File: config.mk
export PLATFORM = sky130hd
export DESIGN_NAME = pgc_top
export DESIGN_NICKNAME = d
export VERILOG_FILES = /design/src/rtl/pgc_pkg.sv /design/src/rtl/pgc_ctl0.sv /design/src/rtl/pgc_creg.sv /design/src/rtl/pgc_gate.sv /design/src/rtl/pgc_flush.sv /design/src/rtl/pgc_top.sv
export SDC_FILE = /design/constraint.sdc
export NUM_CORES = 1
export LEC_CHECK = 0
export BUFFER_PORTS_ARGS = -buffer_cell sky130_fd_sc_hd__buf_4
export CAP_MARGIN = 10
export CORE_ASPECT_RATIO = 0.6
export CORE_MARGIN = 4
export CORE_UTILIZATION = 49
export CTS_CLUSTER_DIAMETER = 80
export DETAILED_ROUTE_END_ITERATION = 10
export GPL_TIMING_DRIVEN = 0
export PLACE_DENSITY = 0.9
export SLEW_MARGIN = 5
export SYNTH_ARGS = -nofsm -noshare
export SYNTH_HDL_FRONTEND = slang
export SYNTH_HIERARCHICAL = 1
export SYNTH_SLANG_ARGS = --single-unit
File: constraint.sdc
create_clock -name clk_i -period 1.6 [get_ports clk_i]
set_input_delay 0.24 -clock clk_i [delete_from_list [all_inputs] [get_ports clk_i]]
set_output_delay 0.24 -clock clk_i [all_outputs]
set_load 0.02 [all_outputs]
File: src/rtl/pgc_pkg.sv
package pgc_pkg;
  localparam int unsigned XLEN = 32;

  typedef enum logic [1:0] {
    SEL_CTL0 = 2'd0,
    SEL_CTL3 = 2'd1,
    SEL_CTL4 = 2'd2,
    SEL_GATE = 2'd3
  } sel_e;

  localparam logic [XLEN-1:0] CTL0_RST   = 32'h6000_0010;
  localparam logic [XLEN-1:0] CTL0_FORCE = 32'h0000_0010;
  localparam logic [XLEN-1:0] CTL0_XLAT  = 32'h8001_0001;
  localparam logic [XLEN-1:0] CTL4_XLAT  = 32'h0000_00B0;
  localparam int unsigned     PG_BIT     = 31;
  localparam int unsigned     GATE_BIT   = 20;
endpackage

File: src/rtl/pgc_ctl0.sv
module pgc_ctl0
  import pgc_pkg::*;
#(
  parameter logic [XLEN-1:0] RST_VAL   = CTL0_RST,
  parameter logic [XLEN-1:0] FORCE_SET = CTL0_FORCE,
  parameter logic [XLEN-1:0] XLAT_MASK = CTL0_XLAT
) (
  input  logic            clk_i,
  input  logic            rst_ni,
  input  logic            we_i,
  input  logic [XLEN-1:0] data_i,
  output logic [XLEN-1:0] q_o,
  output logic            prot_o,
  output logic            seg_add_o,
  output logic [2:0]      fpu_o,
  output logic            flush_req_o
);
  logic [XLEN-1:0] q_q;

  assign flush_req_o = we_i && ((data_i & XLAT_MASK) != (q_q & XLAT_MASK));

  always_ff @(posedge clk_i or negedge rst_ni) begin
    if (!rst_ni) begin
      q_q       <= RST_VAL;
      prot_o    <= RST_VAL[0];
      seg_add_o <= ~RST_VAL[0];
      fpu_o     <= RST_VAL[3:1];
    end else if (we_i) begin
      q_q       <= data_i | FORCE_SET;
      prot_o    <= data_i[0];
      seg_add_o <= ~data_i[0];
      fpu_o     <= data_i[3:1];
    end
  end

  assign q_o = q_q;
endmodule

File: src/rtl/pgc_creg.sv
// MODE 0: flush on change of masked bits; MODE 1: flush whenever paging is on.
module pgc_creg
  import pgc_pkg::*;
#(
  parameter int unsigned     MODE      = 0,
  parameter logic [XLEN-1:0] RST_VAL   = '0,
  parameter logic [XLEN-1:0] XLAT_MASK = '0
) (
  input  logic            clk_i,
  input  logic            rst_ni,
  input  logic            we_i,
  input  logic [XLEN-1:0] data_i,
  input  logic            paging_i,
  output logic [XLEN-1:0] q_o,
  output logic            flush_req_o
);
  logic [XLEN-1:0] q_q;

  generate
    if (MODE == 1) begin : g_on_paging
      assign flush_req_o = we_i && paging_i;
    end else begin : g_on_change
      assign flush_req_o = we_i && ((data_i & XLAT_MASK) != (q_q & XLAT_MASK));
    end
  endgenerate

  always_ff @(posedge clk_i or negedge rst_ni) begin
    if (!rst_ni)   q_q <= RST_VAL;
    else if (we_i) q_q <= data_i;
  end

  assign q_o = q_q;
endmodule

File: src/rtl/pgc_gate.sv
module pgc_gate
  import pgc_pkg::*;
#(
  parameter int unsigned GBIT = GATE_BIT
) (
  input  logic            clk_i,
  input  logic            rst_ni,
  input  logic            we_i,
  input  logic [XLEN-1:0] data_i,
  output logic [XLEN-1:0] mask_o,
  output logic            flush_req_o
);
  localparam logic [XLEN-1:0] CLR = ~(XLEN'(1) << GBIT);

  logic gate_q;
  logic gate_d;

  assign gate_d      = |data_i;
  assign flush_req_o = we_i && (gate_d != gate_q);

  always_ff @(posedge clk_i or negedge rst_ni) begin
    if (!rst_ni)   gate_q <= 1'b1;
    else if (we_i) gate_q <= gate_d;
  end

  assign mask_o = CLR | (XLEN'(gate_q) << GBIT);
endmodule

File: src/rtl/pgc_flush.sv
module pgc_flush #(
  parameter int unsigned N_ALL = 3
) (
  input  logic             clk_i,
  input  logic             rst_ni,
  input  logic [N_ALL-1:0] req_all_i,
  input  logic             req_local_i,
  output logic             flush_all_o,
  output logic             flush_local_o
);
  logic any_all;
  assign any_all = |req_all_i;

  always_ff @(posedge clk_i or negedge rst_ni) begin
    if (!rst_ni) begin
      flush_all_o   <= 1'b0;
      flush_local_o <= 1'b0;
    end else begin
      flush_all_o   <= any_all;
      flush_local_o <= req_local_i && !any_all;  // full flush covers local
    end
  end
endmodule

File: src/rtl/pgc_top.sv
module pgc_top
  import pgc_pkg::*;
(
  input  logic            clk_i,
  input  logic            rst_ni,
  input  logic            wr_en_i,
  input  logic [1:0]      wr_sel_i,
  input  logic [XLEN-1:0] wr_data_i,
  output logic [XLEN-1:0] ctl0_o,
  output logic [XLEN-1:0] ctl3_o,
  output logic [XLEN-1:0] ctl4_o,
  output logic [XLEN-1:0] addr_mask_o,
  output logic            prot_o,
  output logic            seg_add_o,
  output logic [2:0]      fpu_o,
  output logic            flush_all_o,
  output logic            flush_local_o
);
  logic we0, we3, we4, weg;
  logic req0, req3, req4, reqg;

  assign we0 = wr_en_i && (wr_sel_i == SEL_CTL0);
  assign we3 = wr_en_i && (wr_sel_i == SEL_CTL3);
  assign we4 = wr_en_i && (wr_sel_i == SEL_CTL4);
  assign weg = wr_en_i && (wr_sel_i == SEL_GATE);

  pgc_ctl0 u_ctl0 (
    .clk_i, .rst_ni, .we_i(we0), .data_i(wr_data_i), .q_o(ctl0_o),
    .prot_o, .seg_add_o, .fpu_o, .flush_req_o(req0)
  );

  pgc_creg #(.MODE(1), .RST_VAL('0), .XLAT_MASK('0)) u_ctl3 (
    .clk_i, .rst_ni, .we_i(we3), .data_i(wr_data_i),
    .paging_i(ctl0_o[PG_BIT]), .q_o(ctl3_o), .flush_req_o(req3)
  );

  pgc_creg #(.MODE(0), .RST_VAL('0), .XLAT_MASK(CTL4_XLAT)) u_ctl4 (
    .clk_i, .rst_ni, .we_i(we4), .data_i(wr_data_i),
    .paging_i(ctl0_o[PG_BIT]), .q_o(ctl4_o), .flush_req_o(req4)
  );

  pgc_gate u_gate (
    .clk_i, .rst_ni, .we_i(weg), .data_i(wr_data_i),
    .mask_o(addr_mask_o), .flush_req_o(reqg)
  );

  pgc_flush #(.N_ALL(3)) u_flush (
    .clk_i, .rst_ni, .req_all_i({req0, req4, reqg}), .req_local_i(req3),
    .flush_all_o, .flush_local_o
  );
endmodule

* After elaboration in Yosys (flattened, before gate mapping) *
Index checks and enable logic that the tools add are counted.

operators by class
  reductions and logical operators = 13
  equal/unequal tests = 6
  bitwise gates (word level) = 1

operators by type and width
  operator                                        number
  OR reduction 32 bit                             1
  logical AND 1 bit                               9
  != test 3 bit                                   2
  == test 2 bit (second input constant)           2
  OR reduction 3 bit                              1
  == test 2 x 1 -> 1 bit (second input constant)  1
  zero test 2 bit                                 1
  zero test 1 bit                                 1
  != test 1 bit                                   1
  NOT 1 bit                                       1

word-level totals
  output and inout bits = 135
  bits of input ports = 37
  flip-flop bits (word level) = 103

* Depth between registers and ports, before layout *
Gate-level depths: netlist of run 1.

  word-level depth = 6
  gate-level depth with buffers = 5
  mapped depth without buffers = 5

* Hierarchy *
The synthesis of run 1 kept the hierarchy.

by module, submodules not included
  module              instances  seq. area each (µm²)  area an instance (µm²)  cells an instance
  pgc_ctl0            1          804.5                 1420.1                  79
  pgc_creg at u_ctl4  1          800.8                 1376.3                  72
  pgc_creg at u_ctl3  1          800.8                 1347.5                  69
  pgc_gate            1          26.3                  370.4                   50
  pgc_flush           1          50.0                  65.1                    4
  pgc_top             1          0.0                   37.5                    4

* Worst setup path before layout of run 1 *
No wires, ideal clock.

  kind = input-to-reg
  start point = input port wr_data_i[18]
  end point = register u_flush.flush_all_o
  setup slack = 0.159 ns
  arrival = 1.310 ns
  stages = 5
  path buffers = 0
  library setup time = 0.131 ns
  cell sequence = nor4_1 nand4_1 nor3_1 and3b_1 or3_1

between the ends
  word-level cells in the longest chain between the ends = 4

RTL lines
  item                       line             source
  from (decl)                pgc_top.sv:8     input logic [XLEN-1:0] wr_data_i,
  OR reduction 32 bit        pgc_gate.sv:18   assign gate_d = |data_i;
  != test 1 bit              pgc_gate.sv:19   assign flush_req_o = we_i && (gate_d != gate_q);
  logical AND 1 bit          pgc_gate.sv:19
  named net reqg             pgc_top.sv:20    logic req0, req3, req4, reqg;
  OR reduction 3 bit         pgc_flush.sv:12  assign any_all = |req_all_i;
  named net u_flush.any_all  pgc_flush.sv:11  logic any_all;
  to (signal assigned)       pgc_flush.sv:19  flush_all_o <= any_all;
  to (decl)                  pgc_flush.sv:8   output logic flush_all_o,

The timed path passes the listed nets, and every way through them passes these cells.
A chain may end at the register's enable or synchronous reset.

* Worst setup path in the final report of run 1 *
  start point = input port wr_data_i[26]
  end point = register u_flush.flush_all_o

Same word-level chain as after synthesis.

==> results.yml, run 1 <==
status:
  status: "completed"
worst_setup_path:
  worst_path_largest_cell_delay_ns: 0.34
  crit_arrival_ns: 1.72
  crit_slowest_cell: "sky130_fd_sc_hd__or3_1"
  path_delay_family: "simple AND/OR/NAND/NOR gates"
  crit_path_cell_trace: "buf_4, nor4_2, nand4_1, nor3_1, and3b_1, or3_1"
  r2r-end: "u_flush/flush_all_o"
  timing_worst_setup_path_type: "primary input to register"
  endpoint_kind: "register"
  ff2ff_setup_slack_ns: 0.25
  crit_path_max_fanout: 4
  critical_path.startpoint_type: "primary input"
  rr_startpoint: "u_ctl4/q_o[7]"
  r2r.worst_path.cells: 3
  crit_buf_inv: 1
  crit_start: "wr_data_i[26]"
  endpoint_required_time_on_the_critical_path_ns: 1.81
logic_synthesis:
  yosysTopAreaCell: "sky130_fd_sc_hd__dfrtp_1"
  ys_seq_elements: 99
  synthesis.area_um2: 4620
  post_synth_main_area_contributors: "sky130_fd_sc_hd__dfrtp_1 51%, sky130_fd_sc_hd__mux2_4 28%, sky130_fd_sc_hd__buf_4 6.0%"
  seq_area_frac_synth_pct: 53.8
  syn_area_per_cell_um2: 16.6
  synth-warning-count: 6
  synthesis.instances: 278
  yosys.area.top_type_share_pct: 51.5
  post_synth_num_cell_types: 25
cts:
  cts-buffers-inserted: 9
  tritoncts_clock_tree: "built"
  clockRootBuffer: "sky130_fd_sc_hd__clkbuf_16"
  cts.path.max_buffers: 2
  htree_num_levels: 3
  clock_latency_ns: 0.33
  cts_num_sinks: 99
  worst_setup_hold_path_clk_slew_ns: 0.06
  cts-hold-fix-buffers: 0
floorplan:
  core_area_um2: 9190
  fp.dieH_um: 83.2
  ios: 172
  die_w_um: 133
  start_util_pct: 50.2
  design.die.area_um2: 11100
  placementRows: 27
pwr:
  p_int_mw: 5.73
  seqPwrFrac_pct: 40.4
  swShare_pct: 29.8
  combPwrFrac_pct: 32.0
  p_sw_mw: 2.43
  clock_power_share_pct: 27.6
  leakage_nw: 3.08
  vdd.ir_drop.worst_mv: 0.695
  power_per_cell_area_nw_per_um2: 1300
place:
  io_buffers: 139
  place_congestion: 0.722
  dp_hpwl_mm: 7.88
  post_place_setup_slack_ns: -0.378
sta:
  report.final.hold_viol_count: 0
  final_setup_violating_endpoints: 0
  layout_worst_path_cycle_share_pct: 94.2
  slew_viol_final: 0
  max_freq_mhz: 663
  final_period_minus_worst_setup_slack_ns: 1.51
  rsz_0062_raised_after_global_routing: "no"
  fin_ws_ns: 0.0920
  timing.slew.headroom_pct: 41.3
  fin_skew_ns: 0.00598
  worst_pin_slew_ns: 0.880
routing:
  wire_per_inst_um: 17.9
  routed_via_density: 4.65
  drt.antenna.violating_nets: 0
  route.detailed.drc: 0
  detailedRoute.firstIterationViolations: 61
  dr.pass1.iters: 6
  drt-total-wl_mm: 10.6
  route.vias.total: 2761
final_layout:
  flow.area_growth_from_synthesis_pct: 36.3
  most_common_cell_after_layout_fill_and_taps_aside: "sky130_fd_sc_hd__buf_4"
  fillers: 694
  leading_cell_types_in_the_layout_fill_and_taps_excluded: "176 x sky130_fd_sc_hd__buf_4, 95 x sky130_fd_sc_hd__dfrtp_1, 86 x sky130_fd_sc_hd__mux2_4"
  diodes: 0
  utilization_pct: 68.5
  post_route_cells_drive_above_1_share_pct: 66.4
  fin_nets: 496
global_route:
  gr-total-overflow: 0
  first_global_vias: 3024
  grt_pass1_wl_mm: 17.0
  grt_max_degree: 100
  antenna_found_initial: 0
  aggregate_global_route_resource_usage_pct: 19.6
worst_hold_path:
  hold_removal_path_class: "primary input to async pin"
job:
  max_cap_viol_count: 0
## Yosys cell counts (all sizes together)
master,instances
nor3b,1
and3b,3
o21ai,1
nor4,8
nand4,2
and3,1
nor2,2
conb,2
nor3,1
and2,1
or3,1
o31a,2
buf,49
mux2,95
mux2i,1
xor2,6
nor4b,1
a21oi,1
inv,1
dfrtp,95
dfstp,4
## layout make-up
class	count	area (µm²)	share of cell area, %
multi-input combinational	159	1790	28.4
timing repair buffer	140	1050	16.8
sequential	99	2480	39.4
clock inverter	4	76.3	1.21
clock buffer	12	236	3.76
tap	130	163	2.58
buffer	49	492	7.81
inverter	1	3.75	0.0596
## registers in the layout, indices dropped and copies added, names as in the netlist
signal                 count
u_gate/gate_q              1
u_ctl0/fpu_o               2
u_ctl4/q_o                32
u_flush/flush_local_o      1
u_ctl3/q_o                32
u_ctl0/seg_add_o           1
u_flush/flush_all_o        1
u_ctl0/q_o                29
## metal layers
layer	global-route usage [%]	up-vias	wire length [µm]
met5	0	-	0
met4	4.67	0	72
met3	7.51	6	821
met2	30.6	104	4960
met1	26.1	1387	4790
li1	-	1264	-
## metrics by stage
step | hold slack (ns) | TNS [ns] | instances | power [mW] | cell area [µm²]
final | 0.00539 | 0 | 594 | 8.16 | 6290
after global routing | 0.0712 | 0 | 594 | 8.53 | 6290
after CTS | 0.110 | 0 | 593 | 8.26 | 6260
after detailed placement | 0.461 | -0.662 | 577 | 5.95 | 5940
after global placement | 0.444 | -0.646 | 577 | 5.88 | 5940
after floorplan | -0.0556 | 0 | 308 | 4.81 | 4730
## how the worst max path moves through the flow
stage	depth (start not counted)	to	slack [ns]
2_1_floorplan	5	u_flush/flush_all_o	0.16
3_3_place_gp	6	u_flush/flush_all_o	-0.37
3_5_place_dp	6	u_flush/flush_all_o	-0.38
4_1_cts	6	u_flush/flush_all_o	0.03
5_1_grt	6	u_flush/flush_all_o	0.006
6_report	6	u_flush/flush_all_o	0.09
## logic make-up (layout without fill, tap and decap cells)
| kind of cell | count (synthesis) | count (layout) | synth area share (%) |
|---|---|---|---|
| multiplexers | 96 | 96 | 30.4 |
| other | 2 | 32 | 0.163 |
| flip-flops | 99 | 99 | 53.8 |
| AO/OA/AOI/OAI | 4 | 4 | 0.596 |
| AND/OR/NAND/NOR | 21 | 21 | 3.23 |
| XOR/XNOR | 6 | 6 | 1.14 |
| buffers and inverters | 50 | 206 | 10.7 |
## power groups by stage
stage	combinational (mW)	sequential, mW	clock (mW)
floorplan	0.954	3.86	0
global placement	2.57	3.31	0
detailed placement	2.62	3.33	0
CTS	2.63	3.30	2.33
global route	2.74	3.36	2.42
finish	2.61	3.30	2.25
## repair_timing
item	CTS	global route
setup buffers	0	1
resized for setup	2	3
setup endpoints to repair	1	1
pin swaps	0	2
Power figures use the tool's default switching activity.
==> run 2, diff against run 1 <==
--- a/config.mk
+++ b/config.mk
@@ -14,6 +14,7 @@
 export DETAILED_ROUTE_END_ITERATION = 10
 export GPL_TIMING_DRIVEN = 0
 export PLACE_DENSITY = 0.9
+export RECOVER_POWER = 100
 export SLEW_MARGIN = 5
 export SYNTH_ARGS = -nofsm -noshare
 export SYNTH_HDL_FRONTEND = slang
==> run 2 against run 1 <==
Clock skew increased by 0.0013 ns. Clock power about the same. Setup slack improved by 0.0037 ns. Design area decreased by 12%. Fmax increased by 0.25%. Critical endpoint unchanged. Largest power group unchanged. Highest routed layer unchanged.
==> results.yml, run 2 (synthesized netlist as in run 1, its figures left out) <==
worst_hold_path:
  hold_removal_path_class: "primary input to register"
  hold_wc_startpoint: "wr_data_i[0]"
pwr:
  leakage_nw: 2.44
  post-layout-total-power_mw: 7.40
  vdd.ir_drop.worst_mv: 0.586
  power_per_cell_area_nw_per_um2: 1330
routing:
  routed_via_density: 4.64
  wire_per_inst_um: 17.6
  route.top_layer_used: "met4"
  wl_met3_um: 838
  route.detailed.drc: 0
  drt.antenna.violating_nets: 0
  drt-total-wl_mm: 10.4
  dr.pass1.iters: 4
  met2WireLength_mm: 4.82
  detailedRoute.firstIterationViolations: 69
  route.vias.total: 2759
  routedLengthMet1_mm: 4.72
cts:
  htree_num_levels: 3
  clockRootBuffer: "sky130_fd_sc_hd__clkbuf_16"
  cts_num_sinks: 99
  worst_setup_hold_path_clk_slew_ns: 0.06
  clock_latency_ns: 0.33
  cts.path.max_buffers: 2
  cts-hold-fix-buffers: 0
  cts-buffers-inserted: 9
  tritoncts_clock_tree: "built"
place:
  io_buffers: 139
  place_congestion: 0.722
  dp_hpwl_mm: 7.88
  post_place_setup_slack_ns: -0.378
worst_setup_path:
  critical_path.startpoint_type: "primary input"
  rr_startpoint: "u_ctl4/q_o[4]"
  crit_start: "wr_data_i[27]"
  timing_worst_setup_path_type: "primary input to register"
  crit_path_max_fanout: 4
  endpoint_kind: "register"
  crit_arrival_ns: 1.72
  crit_path_cell_trace: "buf_4, nor4_2, nand4_1, nor3_1, and3b_1, or3_1"
  crit_slowest_cell: "sky130_fd_sc_hd__or3_1"
  worst_path_largest_cell_delay_ns: 0.34
  endpoint_required_time_on_the_critical_path_ns: 1.81
sta:
  slew_viol_final: 0
  worst_pin_slew_ns: 1.33
  final.setup.tns_ns: 0
  fin_ws_ns: 0.0957
  final_period_minus_worst_setup_slack_ns: 1.50
  timing.hold.ws_ns: 0.129
  max_freq_mhz: 665
  layout_worst_path_cycle_share_pct: 94.0
  timing.slew.headroom_pct: 11.1
  report.final.hold_viol_count: 0
  rsz_0062_raised_after_global_routing: "no"
  final_setup_violating_endpoints: 0
  fin_skew_ns: 0.00732
floorplan:
  ios: 172
  placementRows: 27
  die_w_um: 133
  fp.dieH_um: 83.2
  start_util_pct: 50.2
  core_area_um2: 9190
  design.die.area_um2: 11100
global_route:
  grt_max_degree: 100
  grt_pass1_wl_mm: 17.0
  first_global_vias: 3024
  aggregate_global_route_resource_usage_pct: 19.6
  gr-total-overflow: 0
  antenna_found_initial: 0
final_layout:
  diodes: 0
  fin_nets: 496
  most_common_cell_after_layout_fill_and_taps_aside: "sky130_fd_sc_hd__clkbuf_1"
  utilization_pct: 60.6
  flow.area_growth_from_synthesis_pct: 20.6
  leading_cell_types_in_the_layout_fill_and_taps_excluded: "110 x sky130_fd_sc_hd__clkbuf_1, 95 x sky130_fd_sc_hd__dfrtp_1, 78 x sky130_fd_sc_hd__mux2_1"
  post_route_cells_drive_above_1_share_pct: 26.1
job:
  max_cap_viol_count: 0
status:
  status: "completed"
## run 2: cell count changes in the layout (fill, tap and decap cells not counted), moves of 3 or more
cell / before / now
sky130_fd_sc_hd__mux2_1: 0 / 78
sky130_fd_sc_hd__clkbuf_1: 3 / 110
sky130_fd_sc_hd__clkbuf_4: 0 / 3
sky130_fd_sc_hd__mux2_4: 86 / 8
sky130_fd_sc_hd__buf_6: 4 / 0
sky130_fd_sc_hd__buf_4: 176 / 71
## run 2: where the power goes
part	total, mW	internal (mW)	switching (mW)
Clock	2.25	1.37	0.878
Combinational	1.89	0.667	1.22
Sequential	3.26	2.98	0.278
## run 2: final timing paths
| path | depth (start not counted) | end | slack [ns] |
|---|---|---|---|
| max | 6 | u_flush/flush_all_o | 0.1 |
| min | 2 | u_ctl0/seg_add_o | 0.13 |
| min in group asynchronous | 1 | u_ctl0/q_o[28] | 0.24 |
| max in group asynchronous | 1 | u_ctl3/q_o[10] | 0.54 |
| min reg2reg | 2 | u_ctl0/seg_add_o | 0.48 |
| max reg2reg | 3 | u_flush/flush_all_o | 0.26 |
## run 2: critical path: cells and delay by family
| family | cells | cell delay (ns) |
|---|---|---|
| simple gates | 5 | 1.35 |
| buf+inv | 1 | 0.13 |
## run 2: repair_timing
item | CTS | global route
endpoints found under the setup margin | 1 | 1
setup buffers | 0 | 1
resized for setup | 2 | 3
pin swaps | 0 | 2
hold endpoints to repair | 0 | 0
## run 2: cell type report
class | count | area (µm²)
fill | 873 | 3620
sequential | 99 | 2480
multi-input combinational | 159 | 1490
timing repair buffer | 140 | 661
buffer | 49 | 457
clock buffer | 12 | 236
tap | 130 | 163
clock inverter | 4 | 76.3
inverter | 1 | 3.75
## run 2: routing by layer
layer,track usage (%),up-vias
met5,0,-
met4,4.67,0
met3,7.51,6
met2,30.6,107
met1,26.1,1381
li1,-,1265
## run 2: metrics by stage
| stage | cells | cell area [µm²] |
|---|---|---|
| 2_1_floorplan | 308 | 4730 |
| 3_5_place_dp | 577 | 5940 |
| 5_1_grt | 594 | 5570 |
| 3_3_place_gp | 577 | 5940 |
| 6_report | 594 | 5570 |
| 4_1_cts | 593 | 6260 |
